## src/rtl/flash_busy_engine.sv

```systemverilog
module flash_busy_engine #(
  parameter int AW        = 6,
  parameter int DW        = 16,
  parameter int NREG      = 4,
  parameter int PROG_CYC  = 40,
  parameter int ERASE_CYC = 200,
  parameter int PWRUP_CYC = 100,
  parameter logic [DW-1:0] CORRUPT = 16'hDEAD
) (
  input  logic            clk,
  input  logic            rst_n,
  input  logic            prog_req,
  input  logic [AW-1:0]   prog_addr,
  input  logic [DW-1:0]   prog_data,
  input  logic            erase_req,
  input  logic [NREG-1:0] erase_mask,
  input  logic            rd_req,
  input  logic [AW-1:0]   rd_addr,
  output logic [DW-1:0]   rdata,
  output logic            rd_valid,
  output logic            busy,
  output logic            done
);
  localparam int DEPTH = 1 << AW;
  localparam int RB    = $clog2(NREG);
  localparam int TMAX  = (PROG_CYC > ERASE_CYC) ? PROG_CYC : ERASE_CYC;
  localparam int CW    = $clog2(TMAX + 1);
  localparam int LW    = $clog2(PWRUP_CYC + 1);

  logic [DW-1:0]   mem [DEPTH];
  logic            busy_q, erase_op, done_q, tog_q, vld_q;
  logic [CW-1:0]   cnt_q;
  logic [LW-1:0]   lock_q;
  logic [AW-1:0]   tgt_a;
  logic [DW-1:0]   tgt_d;
  logic [NREG-1:0] tgt_m;
  logic [DW-1:0]   rd_q;
  logic [DW-1:0]   stat;

  wire start_er = !busy_q && erase_req;
  wire start_pg = !busy_q && prog_req && !erase_req && (lock_q == '0);

  always_comb begin
    stat    = '0;
    stat[7] = erase_op ? 1'b0 : ~tgt_d[7];
    stat[6] = tog_q;
  end

  always_ff @(posedge clk) begin
    if (!rst_n) begin
      if (busy_q && !erase_op) mem[tgt_a] <= CORRUPT;
      busy_q   <= 1'b0;
      erase_op <= 1'b0;
      done_q   <= 1'b0;
      vld_q    <= 1'b0;
      tog_q    <= 1'b0;
      rd_q     <= '0;
      cnt_q    <= '0;
      lock_q   <= LW'(PWRUP_CYC);
    end else begin
      done_q <= 1'b0;
      vld_q  <= rd_req;
      if (lock_q != '0) lock_q <= lock_q - 1'b1;
      if (rd_req) begin
        if (busy_q) begin
          rd_q  <= stat;
          tog_q <= ~tog_q;
        end else begin
          rd_q <= mem[rd_addr];
        end
      end
      if (start_er) begin
        busy_q   <= 1'b1;
        erase_op <= 1'b1;
        tgt_m    <= erase_mask;
        cnt_q    <= CW'(ERASE_CYC - 1);
      end else if (start_pg) begin
        busy_q   <= 1'b1;
        erase_op <= 1'b0;
        tgt_a    <= prog_addr;
        tgt_d    <= prog_data;
        cnt_q    <= CW'(PROG_CYC - 1);
      end else if (busy_q) begin
        if (cnt_q == '0) begin
          busy_q <= 1'b0;
          done_q <= 1'b1;
          if (erase_op) begin
            for (int i = 0; i < DEPTH; i++)
              if (tgt_m[RB'(i >> (AW - RB))]) mem[i] <= '1;
          end else begin
            mem[tgt_a] <= mem[tgt_a] & tgt_d;
          end
        end else begin
          cnt_q <= cnt_q - 1'b1;
        end
      end
    end
  end

  assign rdata    = rd_q;
  assign rd_valid = vld_q;
  assign busy     = busy_q;
  assign done     = done_q;

  assert_done_single_R4: assert property (@(posedge clk) disable iff (!rst_n)
    done_q |=> !done_q);
  assert_busy_hold_R2: assert property (@(posedge clk) disable iff (!rst_n)
    (busy_q && cnt_q != '0) |=> busy_q);
  assert_drop_busy_R9: assert property (@(posedge clk) disable iff (!rst_n)
    (busy_q && cnt_q != '0) |=> ($stable(tgt_a) && $stable(tgt_d) && $stable(erase_op)));
  assert_lockout_R11: assert property (@(posedge clk) disable iff (!rst_n)
    (lock_q != '0 && prog_req && !erase_req && !busy_q) |=> !busy_q);
  assert_erase_status_R7: assert property (@(posedge clk) disable iff (!rst_n)
    (rd_req && busy_q && erase_op) |=> (rdata[7] == 1'b0));
  assert_read_valid_R5: assert property (@(posedge clk) disable iff (!rst_n)
    rd_req |=> rd_valid);
endmodule

```

## config.mk

```make
export PLATFORM = sky130hd
export DESIGN_NAME = flash_busy_engine
export DESIGN_NICKNAME = d
export VERILOG_FILES = /design/src/rtl/flash_busy_engine.sv
export SDC_FILE = /design/constraint.sdc
export NUM_CORES = 2
export LEC_CHECK = 0
export CAP_MARGIN = 20
export CORE_ASPECT_RATIO = 1.4
export CORE_MARGIN = 2
export CORE_UTILIZATION = 55
export CTS_BUF_LIST = sky130_fd_sc_hd__clkbuf_8
export CTS_CLUSTER_DIAMETER = 60
export DETAILED_ROUTE_END_ITERATION = 10
export PLACE_DENSITY = 0.84
export SYNTH_ARGS = -nofsm -noshare
export SYNTH_HDL_FRONTEND = slang
export SYNTH_SLANG_ARGS = --single-unit
export TNS_END_PERCENT = 100
```

## constraint.sdc

```tcl
create_clock -name clk -period 4 [get_ports clk]
set_input_delay 0.8 -clock clk [delete_from_list [all_inputs] [get_ports clk]]
set_output_delay 0.8 -clock clk [all_outputs]
set_load 0.01 [all_outputs]
```

-- After elaboration in Yosys (flattened, before gate mapping)
Memory sizes are Yosys's and may differ from the RTL's. A register that Yosys moved wholly into a read port is not among the register bits.
Cells that the tools add are included.
- add/sub/neg operators: 2
- $mul: 0
- div/mod/pow operators: 0
- order comparisons: 0
- equality and inequality tests: 2
- shift operators: 0
- multiplexer cells: 147
- bitwise logic cells: 8
- reductions and logical operators: 56
- operators with widths (cell ; number):
    16-bit two-way mux ; 35
    16-bit OR reduction ; 33
    6-bit two-way mux ; 34
    1-bit two-way mux ; 74
    8-bit two-way mux ; 4
    16-bit bitwise AND ; 1
    2-bit AND reduction ; 5
    8-bit zero test ; 1
    8-bit by 1-bit subtractor with 8-bit output (second input constant) ; 1
    7-bit zero test ; 1
    7-bit nonzero test ; 1
    7-bit by 1-bit subtractor with 7-bit output (second input constant) ; 1
    1-bit NOT ; 6
    1-bit logical AND ; 5
    2-bit nonzero test ; 2
    4-bit OR reduction ; 1
    1-bit zero test ; 3
    3-bit != test (second input constant) ; 1
    3-bit AND reduction ; 1
    3-bit nonzero test ; 1
    3-bit OR reduction ; 1
    2-bit != test (second input constant) ; 1
    2-bit OR reduction ; 1
    1-bit bitwise OR ; 1
- flip-flop bits (word level): 60
- bits in latches: 0
- memory bits (writable): 1024
- memory bits (read-only): 0
- input bits: 37
- output and inout port bits: 19
- logic and storage cells: 229
- memories: 1
- memory list (memory ; words ; width ; read ports ; clocked after Yosys merged registers in ; wr ports ; RTL line ; text):
    mem ; 64 ; 16 ; 2 ; 1 ; 32 ; 30 ; logic [DW-1:0] mem [DEPTH];

-- Longest topological paths before layout
- word-level depth: 42
- depth in mapped cells: 12
- mapped depth without buffers: 8

-- Worst setup path before layout
Ideal clock, no wire load.
- path kind: input port to flip-flop
- start: in rst_n
- end: reg tgt_a[0] (enable)
- library setup time: 0.459 ns
- arrival: 3.340 ns
- required time: 3.541 ns
- path slack: 0.201 ns
- stages: 3
- buffers on the path: 1
- cell sequence: buf_2 > clkinv_1 > nor4_1
- longest elaborated chain between the ends: 1
- ends and longest elaborated chain (what ; RTL line ; text):
    start: declaration ; 11 ; input logic rst_n,
    3-bit AND reduction (no source line) ; n/a ;
    end signal: assignment ; 80 ; tgt_a <= prog_addr;
    end: declaration ; 34 ; logic [AW-1:0] tgt_a;
Every way passes these cells.
A chain may end at the register's enable or synchronous reset.

==> impl_results.md <==
- Outcome: finished clean
- Die Ht: 366 um
- DR vias/cell: 7.27
- Ports: 56
- Area occupied by multi-input gates: 22700 um^2
- Synth unique cells: 67
- Syn_area_per_cell: 13.8 um^2
- Setup TNS: 0 ns
- Largest net degree at the start of global routing: 81
- Post-CTS Setup Bufs: 0
- Post-synth EDFFs: 536
- Congestion Overflow GR: 0
- Total wire length: 166000 um
- Synth Cell Area: 51500 um^2
- Setup ws final: 0.328 ns
- Routability cong.: 0.974
- TritonCTS Buffers: 156
- Die area: 96200 um^2
- CTS root buf: clkbuf_8
- Measured slew at the worst slew-check pin: 1.32 ns
- Non-filler instance count after layout: 5213
- Resize count post-CTS: 0
- Gr usage total: 34.2%
- Antenna viol nets, final: 0
- Final Setup Violations: 0
- DR vias: 37913
- Fill cells: 6546
- CTS tree: yes
- Critical Path Start Type: flop
- Chip width: 263 um
- Tcrit/Tclk final: 91.8%
- Hold_buf cts: 0
- Placed cell count: 4922
- Design Power: 0.0272 W
- LEAKAGE: 21.8 nW
- Final max-slew violation count: 0
- IO buf count: 53
- Ys flop type: dfxtp_1
- Hpwl dp: 113000 um
- H-tree levels: 4
- Post-synthesis register bit count: 1090
- Yosys warnings: 0
- Share of the synthesized area in the top cell type: 31.2%
- WL/cell: 31.9 um
- Residual DRC count: 0
- Clock transition at path regs: 0.06 ns
- Worst Path Arrival: 4.37 ns
- Antenna violations before repair: 9
- WP data required: 4.70 ns
- Period minus WS final: 3.67 ns
- Pre-CTS setup slack: 0.269 ns
- Drt pass-1 iters: 9
- Worst VDD drop: 0.451 mV
- First-pass GRT wire length: 244000 um
- Synthesis-to-finish area growth: 11.6%
- Crit path max fanout: 30
- # rows: 132
- Mapped Nets: 3780
- Area leader, netlist: edfxtp_1
- Fin. Hold Viols: 0
- Sink Count: 1090
- Crit Path Class: flop to flop
- Async S/R FF share, synth: 0%
- Register area share after synthesis: 52.7%
- DR iter-0 viols: 5900
- Share of layout cells above drive strength 1: 24.2%
- Reg area: 27200 um^2
- Max frequency: 272 MHz
- Worst slew margin: 12.0%
- Cells after Synth: 3739
- RSZ-0062 raised after global routing: false
- Endpoint class of the critical path: flop
- Synth top area cells: edfxtp_1 31%, dfxtp_1 22%, mux4_2 17%
- Max clock buf depth: 3
- Max-capacitance violation count: 0
- Clock latency on the worst-skew pair: 0.90 ns
- Via count of the first global-routing pass: 37975
- Power Density: 472 nW/um^2
- CORE AREA: 92700 um^2
- Final #Nets: 3915
- Worst Skew: 0.0490 ns
- Initial Util: 55.6%
- Worst min-delay path class: primary input to flop
==> worst max-delay path, cell delays in order, from the launching register on <==
cell	delay (ns)
dfxtp_4	0.53
nor2_4	0.88
buf_4	0.38
a22oi_1	0.12
a21oi_1	0.19
nor3_1	0.13
a22oi_2	1.04
a21oi_1	0.17
==> report_power, final <==
part	leakage (nW)	internal (W)	switching, W	total [W]
Clock	1.88	0.00502	0.00443	0.00945
Combinational	9.44	0.00210	0.00159	0.00369
Sequential	10.5	0.0130	0.00106	0.0140
Total	21.8	0.0201	0.00708	0.0272
==> kinds of logic (layout without fill, tap and decap cells) <==
group                      count (synthesis)  count (layout)  share of synthesized area (%)
other                                      0               2                              0
and+or+nand+nor                          573             573                           5.26
muxes                                    811             811                           25.4
xor gates and xnor gates                  11              11                          0.187
adders and majority gates                  4               4                         0.0971
DFF                                     1090            1090                           52.7
buffers and inverters                    346             612                           3.38
AOI/OAI and AO/OA                        904             904                           12.9
==> routing by layer <==
metal	global-route usage (%)	wire length, um	vias up
met5	0.501	152	-
met4	22.7	13200	14
met3	10.7	20900	846
met2	54.5	77500	3035
met1	39.8	54400	18667
li1	-	-	15351
==> layout by cell type, fill, tap and decap left out, types with 11 or more instances in the layout <==
master and n:
a21oi_1 197, nand3_1 28, nand2_1 152, mux2i_1 401, mux4_2 396, o22a_1 160, clkinv_1 14, clkbuf_8 191
mux2_2 14, clkdlybuf4s50_1 49, nor2b_1 13, edfxtp_1 536, a2111oi_0 11, o21ai_0 99, nand4_1 16, dfxtp_1 550
bufinv_16 11, inv_1 77, a2bb2oi_1 192, nand2b_1 14, nor2_2 50, o211ai_1 26, a22oi_1 108, nor2_1 94
a22o_1 21, buf_4 217, a221oi_1 30, nor3_1 150, buf_12 24, clkinv_2 17
==> cell usage after synthesis, types with 6 or more instances <==
| master | number |
|---|---|
| or2_2 | 9 |
| mux2_2 | 14 |
| nor4_1 | 11 |
| buf_4 | 45 |
| buf_6 | 13 |
| edfxtp_1 | 536 |
| a2bb2oi_1 | 192 |
| a22oi_1 | 108 |
| nand4_1 | 16 |
| o211ai_1 | 26 |
| buf_1 | 10 |
| a2111oi_0 | 11 |
| a22o_1 | 21 |
| a2bb2oi_2 | 6 |
| nand3_1 | 28 |
| mux2i_1 | 401 |
| o2111ai_1 | 6 |
| a221oi_1 | 30 |
| nand2b_1 | 14 |
| nor3_1 | 150 |
| o22ai_1 | 6 |
| clkbuf_1 | 106 |
| buf_2 | 143 |
| mux4_2 | 396 |
| o22a_1 | 160 |
| nor2b_1 | 15 |
| o21ai_1 | 8 |
| a21oi_1 | 197 |
| o21ai_0 | 99 |
| xnor2_1 | 6 |
| nand2_1 | 152 |
| nor2_1 | 128 |
| nor2_2 | 17 |
| a22oi_2 | 6 |
| dfxtp_1 | 554 |
| inv_1 | 28 |
==> registers in the layout (all words and copies together), names as in the netlist, named ones only <==
register / cells
busy: 1
rd_valid: 1
cnt_q: 8
tog_q: 1
rdata: 16
erase_op: 1
tgt_m: 2
done: 1
tgt_a: 6
lock_q: 7
tgt_d: 16
mem: 1024
==> final cells by class <==
class / count / share of cell area [%]
clock buffer: 190 / 4.54
antenna: 2 / 0.00870
timing repair buffer: 294 / 4.60
tap: 1206 / 2.62
clock inverter: 99 / 1.25
sequential: 1090 / 47.3
inverter: 29 / 0.189
multi-input combinational: 2303 / 39.5
==> worst paths after layout <==
kind              slack (ns)         end           from  cells after the start
setup / recovery        0.33  mem[26][6]           flop                      7
hold / removal          0.46   tgt_d[11]  prog_data[11]                      1
setup reg to reg        0.33  mem[26][6]           flop                      7
hold reg to reg         0.48  mem[26][5]     mem[26][5]                      1
==> metrics by stage <==
stage          hold WS (ns)  area (um^2)  utilization (%)
3_5_place_dp          0.467        54200             58.5
4_1_cts               0.434        57500             62.1
2_1_floorplan         0.448        51500                -
6_report              0.465        57500             62.1
3_3_place_gp          0.455        54200             58.5
5_1_grt               0.449        57500             62.1
(Power assumes the default switching activity.)
